$ cat src/rtl/bsl_alu_pkg.sv
package bsl_alu_pkg;
  localparam int CTL_W = 3;

  localparam logic [CTL_W-1:0] OP_AND = 3'b000;
  localparam logic [CTL_W-1:0] OP_OR  = 3'b001;
  localparam logic [CTL_W-1:0] OP_ADD = 3'b010;
  localparam logic [CTL_W-1:0] OP_SUB = 3'b110;
  localparam logic [CTL_W-1:0] OP_SLT = 3'b111;

  typedef enum logic [1:0] {
    PICK_AND  = 2'd0,
    PICK_OR   = 2'd1,
    PICK_SUM  = 2'd2,
    PICK_LESS = 2'd3
  } pick_t;
endpackage

$ cat src/rtl/bsl_alu_decode.sv
module bsl_alu_decode
  import bsl_alu_pkg::*;
(
  input  logic [CTL_W-1:0] ctl,
  output pick_t            pick,
  output logic             bneg,
  output logic             valid,
  output logic             arith
);
  always_comb begin
    pick  = PICK_AND;
    valid = 1'b1;
    arith = 1'b0;
    unique case (ctl)
      OP_AND: pick = PICK_AND;
      OP_OR:  pick = PICK_OR;
      OP_ADD: begin pick = PICK_SUM;  arith = 1'b1; end
      OP_SUB: begin pick = PICK_SUM;  arith = 1'b1; end
      OP_SLT: begin pick = PICK_LESS; arith = 1'b1; end
      default: valid = 1'b0;
    endcase
  end

  // the top code bit doubles as the b-negate line and the initial carry
  assign bneg = ctl[CTL_W-1];
endmodule

$ cat src/rtl/bsl_alu_slice.sv
module bsl_alu_slice
  import bsl_alu_pkg::*;
(
  input  logic  a,
  input  logic  b,
  input  logic  bneg,
  input  logic  cin,
  input  logic  less,
  input  pick_t pick,
  output logic  res,
  output logic  sum,
  output logic  cout
);
  logic bx;

  assign bx   = bneg ? ~b : b;
  assign sum  = a ^ bx ^ cin;
  assign cout = (a & bx) | (a & cin) | (bx & cin);

  always_comb begin
    unique case (pick)
      PICK_AND:  res = a & bx;
      PICK_OR:   res = a | bx;
      PICK_SUM:  res = sum;
      PICK_LESS: res = less;
      default:   res = 1'b0;
    endcase
  end
endmodule

$ cat src/rtl/bsl_alu.sv
module bsl_alu
  import bsl_alu_pkg::*;
#(
  parameter int W = 32
) (
  input  logic [W-1:0]     opa,
  input  logic [W-1:0]     opb,
  input  logic [CTL_W-1:0] ctl,
  output logic [W-1:0]     res,
  output logic             zero,
  output logic             cout,
  output logic             ovf
);
  localparam int TOP = W - 1;

  pick_t        pick;
  logic         bneg;
  logic         valid;
  logic         arith;
  logic [W:0]   carry;
  logic [W-1:0] sums;
  logic [W-1:0] raw;
  logic [W-1:0] less_in;
  logic         set_bit;

  bsl_alu_decode u_dec (
    .ctl   (ctl),
    .pick  (pick),
    .bneg  (bneg),
    .valid (valid),
    .arith (arith)
  );

  assign carry[0] = bneg;
  assign set_bit  = sums[TOP];

  genvar i;
  generate
    for (i = 0; i < W; i++) begin : g_cell
      if (i == 0) begin : g_lsb
        assign less_in[i] = set_bit;
      end else begin : g_rest
        assign less_in[i] = 1'b0;
      end

      bsl_alu_slice u_cell (
        .a    (opa[i]),
        .b    (opb[i]),
        .bneg (bneg),
        .cin  (carry[i]),
        .less (less_in[i]),
        .pick (pick),
        .res  (raw[i]),
        .sum  (sums[i]),
        .cout (carry[i+1])
      );
    end
  endgenerate

  assign res  = valid ? raw : '0;
  assign zero = ~|res;
  assign cout = carry[W];
  assign ovf  = arith & (carry[TOP] ^ carry[W]);
endmodule

$ cat config.mk
export PLATFORM = sky130hd
export DESIGN_NAME = bsl_alu
export DESIGN_NICKNAME = d
export VERILOG_FILES = /design/src/rtl/bsl_alu_pkg.sv /design/src/rtl/bsl_alu_decode.sv /design/src/rtl/bsl_alu_slice.sv /design/src/rtl/bsl_alu.sv
export SDC_FILE = /design/constraint.sdc
export NUM_CORES = 1
export LEC_CHECK = 0
export ABC_AREA = 1
export CORE_MARGIN = 2
export CORE_UTILIZATION = 40
export DETAILED_ROUTE_END_ITERATION = 8
export GPL_TIMING_DRIVEN = 1
export PLACE_DENSITY = 0.7
export SLEW_MARGIN = 30
export SYNTH_ARGS = -nofsm -noshare
export SYNTH_HDL_FRONTEND = slang
export SYNTH_SLANG_ARGS = --single-unit
export TNS_END_PERCENT = 10
$ cat constraint.sdc
create_clock -name vclk -period 26.1
set_input_delay 5.22 -clock vclk [all_inputs]
set_output_delay 5.22 -clock vclk [all_outputs]
set_load 0.01 [all_outputs]
==> metrics.md, run 1 <==
| Metric | Value |
|---|---|
| Antenna diode count | 0 |
| Synth Area per Inst | 6.68 um^2 |
| Final slew viol count | 0 |
| First DRT Iteration DRCs | 102 |
| Vert. Die Dim | 95.8 um |
| Worst-margin pin slew | 910 ps |
| Area growth syn-to-layout | 30.6% |
| Fin Hold WS | around 12000 ps |
| Leading area contributor after synthesis | ha_1 |
| Arr. time, crit path | 19490 ps |
| Final wirelength | 8.65 mm |
| Final setup fails | 0 |
| Synth area leaders | ha_1 (24%), fa_1 (18%), nand2_1 (11%), inv_1 (11%), nor2_1 (9.3%) |
| Ports | 102 |
| Pin count of the biggest net entering global routing | ~50 |
| Post-cts sizing count | 0 |
| Mapped Cells | 505 |
| Synth Net Count | 667 |
| Num rows | 33 |
| RSZ-0062 raised after global routing | false |
| CP Data Required Time | approximately 21000 ps |
| Relative slew slack | 0.391 |
| Dpl hpwl | 6.91 mm |
| Sequential cell area | 0 um^2 |
| Setup TNS Final | 0 ps |
| Minimum clock period | 24710 ps |
| Most frequent cell after synthesis | nand2_1 |
| Die ar. | ~9000 um^2 |
| Final hold vios | 0 |
| Filler instances | approximately 800 |
| # nets final | 753 |
| DRC violations left | 0 |
| Top cells by count, synth | nand2_1 (98), inv_1 (97), nor2_1 (84) |
| First-pass GRT wire length | 14.4 mm |
| Finished Core Util | 0.539 |
| FMAX | 0.0405 GHz |
| Crit path launch type | input port |
| CTS Hold Bufs | 0 |
| Synth Cell Area | 3370 um^2 |
| Sequential area share after synthesis | 0 |
| Core area | approximately 8000 um^2 |
| Crit. End Element | output pin |
| CP Launch Point | ctl[2] |
| CP max FO | 14 |
| Via density | 4.64 |
| GRT Total Usage | 0.194 |
| Largest stage delay, worst path | 470 ps |
| Power Dens Cells | 21.6 nW/um^2 |
| # Post-CTS Setup Buffers | 0 |
| Pwr Total | approximately 95 uW |
| Via count | between 3k and 4k |
| Yosys Warn Count | 0 |
| Setup CP Type | input port to output pin |
| Max-cap check violation count | 0 |
| Die W | 95.8 um |
| Port Buf Inserts | between 100 and 150 |
| # clk buffers | 0 |
| Synth top area share | 0.237 |
| GP Congestion | 0.851 |
| ANT nets after route | 0 |
| VDD IR max | 0.0108 mV |
| Critical hold path startpoint | ctl[2] |
| Distinct cells, synth | 26 |
| Worst hold path class | input port to output pin |
| First drt pass iteration count | 4 |
| Vias in the first global route | 3208 |
| Layout cells sized above 1 | 0.0306 |
| Run status | finished clean |
| Slowest-stage cell, CP | clkdlybuf4s50_1 |
| Initial antenna violation count | 0 |
| Routed length per instance | roughly 12 um |
| Critical Path Most Common Cell | fa_1 |
| Total number of sequential cells | 0 |
| Footprint of the multi-input gates | 2850 um^2 |
| Leak | ~0.0023 uW |
| Starting Density | 0.413 |
| Final Cycle Share | 0.947 |
| Grt ovf | 0 |
routing by layer:
| layer | part of all wire | GRT usage | vias to the layer above | wire [um] |
|---|---|---|---|---|
| met5 | 0 | 0 | - | 0 |
| met4 | 0.017 | 0.0393 | 0 | 144 |
| met3 | 0.052 | 0.00470 | 10 | 448 |
| met2 | 0.52 | 0.361 | 86 | 4470 |
| met1 | 0.41 | 0.251 | 1483 | 3590 |
| li1 | - | - | 1642 | - |
final timing paths:
| path | slack (ps) | endpoint | depth (start not counted) |
|---|---|---|---|
| max | 1390 | zero | 48 |
| min | 11540 | res[0] | 7 |
power breakdown:
part	switching, uW	total [uW]	internal [uW]
logic	50.6	95.3	44.7
registers	0	0	0
clock network	0	0	0
through the flow:
step | cell area [um^2] | setup slack (ps) | std cells
2_1_floorplan | 3370 | 2520 | 505
3_3_place_gp | 4400 | 1670 | 694
3_5_place_dp | 4400 | 1410 | 694
4_1_cts | 4400 | 1410 | 694
5_1_grt | 4410 | 824 | 694
6_report | 4410 | 1390 | 694
cell type report:
class / instances / area share
Multi-Input combinational cell: 383 / 0.648
Inverter: 100 / 0.0852
Timing Repair Buffer: 106 / 0.237
Tap cell: 105 / 0.0298
logic make-up after synthesis:
| kind of cell | after synthesis | synth area share |
|---|---|---|
| buffers and inverters | 122 | 0.156 |
| AO/OA/AOI/OAI | 25 | 0.0423 |
| adder cells (fa/ha/maj) | 95 | 0.421 |
| AND/OR/NAND/NOR | 232 | 0.300 |
| XOR/XNOR | 31 | 0.0805 |
critical path: cells and delay by family:
family                     cells  cell delay (ps)
AOI/OAI and AO/OA              2              210
adders and majority gates     31            12140
buffers and inverters          6             1300
and+or+nand+nor                9              650
cells in the final DEF, fill, tap and decap left out:
master,instances
nand2_2,2
inv_2,3
o21ai_0,18
buf_2,1
nand3_1,19
o21ai_4,1
inv_1,97
and3_1,1
nor2_2,3
clkdlybuf4s50_1,101
buf_4,4
nor2_1,84
nand4_1,1
nand3b_1,21
nand3_2,1
fa_1,31
a21boi_1,1
xnor2_1,31
o21ai_2,1
ha_1,64
a21oi_1,3
o21ai_1,1
nand3_4,1
nor2_4,1
nand2_1,98
(Power assumes the default switching activity.)
==> run 2, diff against run 1 <==
Settings changed: CORE_ASPECT_RATIO from default to 1.2.
==> run 2 against run 1 <==
Against the previous run:
- total power is 0.64% higher
- combinational power is 0.6% higher
- hold slack better by 76 ps
- final area is 0.43% higher
- largest power group unchanged
==> metrics.md, run 2 (synthesized netlist as in run 1, its figures left out) <==
| Metric | Value |
|---|---|
| Final slew viol count | 0 (unchanged) |
| Total number of sequential cells | 0 (unchanged) |
| RSZ-0062 raised after global routing | false (unchanged) |
| Worst-margin pin slew | 938 ps (was 910 ps) |
| Pre-CTS WS | 1470 ps (was 1410 ps) |
| CP max FO | 14 (unchanged) |
| Starting Density | 0.414 (was 0.413) |
| FMAX | 0.0405 GHz (about the same) |
| Num rows | 36 (was 33) |
| Most common cell after layout, fill and taps aside | clkdlybuf4s50_1 (unchanged) |
| Power Dens Cells | 21.7 nW/um^2 (was 21.6 nW/um^2) |
| # clk buffers | 0 (unchanged) |
| Crit path launch type | input port (unchanged) |
| Most frequent cells in the layout | clkdlybuf4s50_1 (101), nand2_1 (98), inv_1 (97), nor2_1 (84), ha_1 (64) (unchanged) |
| Area growth syn-to-layout | 31.2% (was 30.6%) |
| Setup CP Type | input port to output pin (unchanged) |
| Dpl hpwl | 7.16 mm (was 6.91 mm) |
| Layout cells sized above 1 | 0.0322 (was 0.0306) |
| Post-cts sizing count | 0 (unchanged) |
| Max-cap check violation count | 0 (unchanged) |
| Die ar. | 9190 um^2 (was 9180 um^2) |
| Largest stage delay, worst path | 470 ps (about the same) |
| GRT Total Usage | 0.198 (was 0.194) |
| Setup TNS Final | 0 ps (unchanged) |
| Via density | 4.66 (was 4.64) |
| Ports | 102 (unchanged) |
| Leak | 0.00226 uW (about the same) |
| Critical hold path startpoint | ctl[2] (unchanged) |
| CTS Hold Bufs | 0 (unchanged) |
| # nets final | 754 (was 753) |
| Antenna diode count | 0 (unchanged) |
| GP Congestion | 0.853 (was 0.851) |
| Arr. time, crit path | 19450 ps (was 19490 ps) |
| Via count | 3283 (was 3221) |
| # Post-CTS Setup Buffers | 0 (unchanged) |
| Placed Instance Area | 4420 um^2 (was 4400 um^2) |
| VDD IR max | 0.0134 mV (was 0.0108 mV) |
| First DRT Iteration DRCs | 123 (was 102) |
| Final setup fails | 0 (unchanged) |
| Routed length per instance | 12.6 um (was 12.5 um) |
| Critical Path Most Common Cell | fa_1 (unchanged) |
| CP Data Required Time | 20880 ps (about the same) |
| Relative slew slack | 0.372 (was 0.391) |
| Initial antenna violation count | 0 (unchanged) |
| Port Buf Inserts | 102 (unchanged) |
| Sequential cell area | 0 um^2 (unchanged) |
| Design area | 4430 um^2 (was 4410 um^2) |
| Vert. Die Dim | 105 um (was 95.8 um) |
| Final hold vios | 0 (unchanged) |
| Vias in the first global route | 3469 (was 3208) |
| Run status | finished clean (unchanged) |
| Final Cycle Share | 0.945 (was 0.947) |
| Final wirelength | 8.88 mm (was 8.65 mm) |
| ANT nets after route | 0 (unchanged) |
| DRC violations left | 0 (unchanged) |
| Minimum clock period | 24670 ps (was 24710 ps) |
| Die W | 87.8 um (was 95.8 um) |
| First drt pass iteration count | 5 (was 4) |
| CP Launch Point | ctl[2] (unchanged) |
| Slowest-stage cell, CP | clkdlybuf4s50_1 (unchanged) |
| Worst hold path class | input port to output pin (unchanged) |
| Pin count of the biggest net entering global routing | 49 (unchanged) |
| Grt ovf | 0 (unchanged) |
| Crit. End Element | output pin (unchanged) |
| Core area | 8150 um^2 (was 8180 um^2) |
| Post-route setup slack | 1430 ps (was 1390 ps) |
| First-pass GRT wire length | 15.1 mm (was 14.4 mm) |
==> run 2: cell types whose count changed in the layout (fill, tap and decap cells not counted) <==
cell | before | now
buf_4 | 4 | 5
==> run 2: layout make-up <==
| cell class | instances | area (um^2) |
|---|---|---|
| Multi-Input combinational cell | 383 | 2850 |
| Fill cell | 840 | 3730 |
| Tap cell | 114 | 143 |
| Inverter | 100 | 375 |
| Timing Repair Buffer | 107 | 1050 |
==> run 2: worst paths after layout <==
check,end,slack (ps),depth (start not counted)
setup / recovery,zero,1430,48
hold / removal,res[26],11620,7
==> run 2: layer usage <==
layer,routed length (um),vias to the layer above,track usage
li1,-,1638,-
met1,3450,1534,0.225
met2,4930,99,0.390
met3,371,12,0.0118
met4,123,0,0.0429
met5,0,-,0
==> run 2: worst max-delay path: cells and delay by family <==
family          cells  cell delay (ps)
fa+ha+maj          31            12150
simple gates        9              640
compound gates      2              240
buf+inv             6             1220
==> run 2: power breakdown <==
group          switching, uW  internal (uW)
registers                  0              0
clock network              0              0
logic                   51.0           45.0
total                   51.0           45.0
==> run 2: per-stage QoR <==
stage           util  power (uW)  hold WS [ps]  std cells
4_1_cts        0.542        96.8         11590        704
5_1_grt        0.543         110         11700        704
6_report       0.543        95.9         11620        704
3_5_place_dp   0.542        96.3         11590        704
3_3_place_gp   0.542        93.4         11570        704
2_1_floorplan      -        58.2         10670        505
==> run 3, diff against run 2 <==
Settings changed: GPL_TIMING_DRIVEN 1 to 0, SLEW_MARGIN 30 to default.
==> run 3 against run 2 <==
Against the previous run:
- setup slack worse by 820 ps
- fmax fell by 3.2%
- via count is 2.1% higher
- non-clock buffer count grew 16
- first-iteration DRC count rose by 1.6%
- largest cell class unchanged
- hold slack gained 130 ps
==> metrics.md, run 3 (synthesized netlist as in run 1, its figures left out) <==
| Metric | Value |
|---|---|
| Run status | finished clean (unchanged) |
| # Post-CTS Setup Buffers | 0 (unchanged) |
| RSZ-0062 raised after global routing | false (unchanged) |
| Initial antenna violation count | 0 (unchanged) |
| Final wirelength | 9.87 mm (was 8.88 mm) |
| CP max FO | 10 (was 14) |
| Critical hold path startpoint | opa[31] (was ctl[2]) |
| Pre-CTS WS | 504 ps (was 1470 ps) |
| Vert. Die Dim | 105 um (unchanged) |
| Setup CP Type | input port to output pin (unchanged) |
| Arr. time, crit path | 20270 ps (was 19450 ps) |
| GP Congestion | 0.834 (was 0.853) |
| Total number of sequential cells | 0 (unchanged) |
| Minimum clock period | 25490 ps (was 24670 ps) |
| Die ar. | 9190 um^2 (unchanged) |
| First drt pass iteration count | 4 (was 5) |
| Setup TNS Final | 0 ps (unchanged) |
| CP Buf/Inv Count | 7 (was 6) |
| Final hold vios | 0 (unchanged) |
| Crit path launch type | input port (unchanged) |
| Placed Instance Area | 4540 um^2 (was 4420 um^2) |
| VDD IR max | 0.00984 mV (was 0.0134 mV) |
| # nets final | 770 (was 754) |
| Relative slew slack | 0.632 (was 0.372) |
| Die W | 87.8 um (unchanged) |
| Critical Path Most Common Cell | fa_1 (unchanged) |
| Fin Hold WS | 11750 ps (was 11620 ps) |
| Finished Core Util | 0.557 (was 0.543) |
| Slowest-stage cell, CP | clkdlybuf4s50_1 (unchanged) |
| Crit. End Element | output pin (unchanged) |
| Port Buf Inserts | 102 (unchanged) |
| Final setup fails | 0 (unchanged) |
| Dpl hpwl | 8.02 mm (was 7.16 mm) |
| Area growth syn-to-layout | 34.6% (was 31.2%) |
| Routed length per instance | 13.7 um (was 12.6 um) |
| Starting Density | 0.414 (unchanged) |
| Vias in the first global route | 3452 (was 3469) |
| FMAX | 0.0392 GHz (was 0.0405 GHz) |
| Core area | 8150 um^2 (unchanged) |
| Via density | 4.66 (about the same) |
| Most common cell after layout, fill and taps aside | clkdlybuf4s50_1 (unchanged) |
| Pin count of the biggest net entering global routing | 11 (was 49) |
| Design area | 4540 um^2 (was 4430 um^2) |
| # clk buffers | 0 (unchanged) |
| Layout cells sized above 1 | 0.0561 (was 0.0322) |
| Ports | 102 (unchanged) |
| DRC violations left | 0 (unchanged) |
| Largest stage delay, worst path | 480 ps (was 470 ps) |
| Max-cap check violation count | 0 (unchanged) |
| Grt ovf | 0 (unchanged) |
| Post-route setup slack | 610 ps (was 1430 ps) |
| Worst-margin pin slew | 552 ps (was 938 ps) |
| Leak | 0.00234 uW (was 0.00226 uW) |
| First-pass GRT wire length | 16.3 mm (was 15.1 mm) |
| Worst hold path class | input port to output pin (unchanged) |
| CP top delay family | adder cells (unchanged) |
| First DRT Iteration DRCs | 125 (was 123) |
| Worst hold path stage count | 5 (was 7) |
| Antenna diode count | 0 (unchanged) |
| Most frequent cells in the layout | clkdlybuf4s50_1 (102), nand2_1 (98), inv_1 (97), nor2_1 (84), ha_1 (64) (was clkdlybuf4s50_1 (101), nand2_1 (98), inv_1 (97), nor2_1 (84), ha_1 (64)) |
| CP Data Required Time | 20880 ps (about the same) |
| Final slew viol count | 0 (unchanged) |
| GRT Total Usage | 0.221 (was 0.198) |
| Post-cts sizing count | 0 (unchanged) |
| Final Cycle Share | 0.977 (was 0.945) |
| Sequential cell area | 0 um^2 (unchanged) |
| Num rows | 36 (unchanged) |
| Via count | 3353 (was 3283) |
| Power Dens Cells | 21.9 nW/um^2 (was 21.7 nW/um^2) |
| CTS Hold Bufs | 0 (unchanged) |
| Hold path endpoint | cout (was res[26]) |
| ANT nets after route | 0 (unchanged) |
-- run 3: cell types whose count changed in the layout (fill, tap and decap cells not counted) --
cell and change:
buf_2 +7, buf_6 +5, buf_4 +2, clkbuf_2 +1, clkdlybuf4s50_1 +1, nand3_2 +1
nand3_4 -1
-- run 3: power by group --
part / switching (uW) / internal (uW)
combinational: 52.5 / 46.9
clock: 0 / 0
sequential: 0 / 0
-- run 3: layout make-up --
class | instances | area [um^2]
inverters | 100 | 375
plain buffers | 21 | 154
well taps | 114 | 143
fillers | 815 | 3610
repair buffers | 102 | 1020
multi-input cells | 383 | 2850
-- run 3: how the worst max path moves through the flow --
stage | slack [ps] | to | cells after the start | startpoint
2_1_floorplan | 2520 | zero | 46 | ctl[2]
3_3_place_gp | 570 | zero | 48 | ctl[2]
3_5_place_dp | 500 | zero | 48 | ctl[2]
4_1_cts | 450 | zero | 48 | ctl[2]
5_1_grt | 60 | zero | 48 | ctl[2]
6_report | 610 | zero | 48 | ctl[2]
-- run 3: stage by stage --
step / power [uW] / std cells
final: 99.5 / 720
after global routing: 113 / 720
after floorplan: 58.2 / 505
after global placement: 96.2 / 721
after detailed placement: 99.7 / 721
after CTS: 100 / 721
-- run 3: per-layer routing --
| layer | track usage | wire, um |
|---|---|---|
| met5 | 0 | 0 |
| met4 | 0.0429 | 148 |
| met3 | 0.0134 | 706 |
| met2 | 0.417 | 5160 |
| met1 | 0.270 | 3860 |
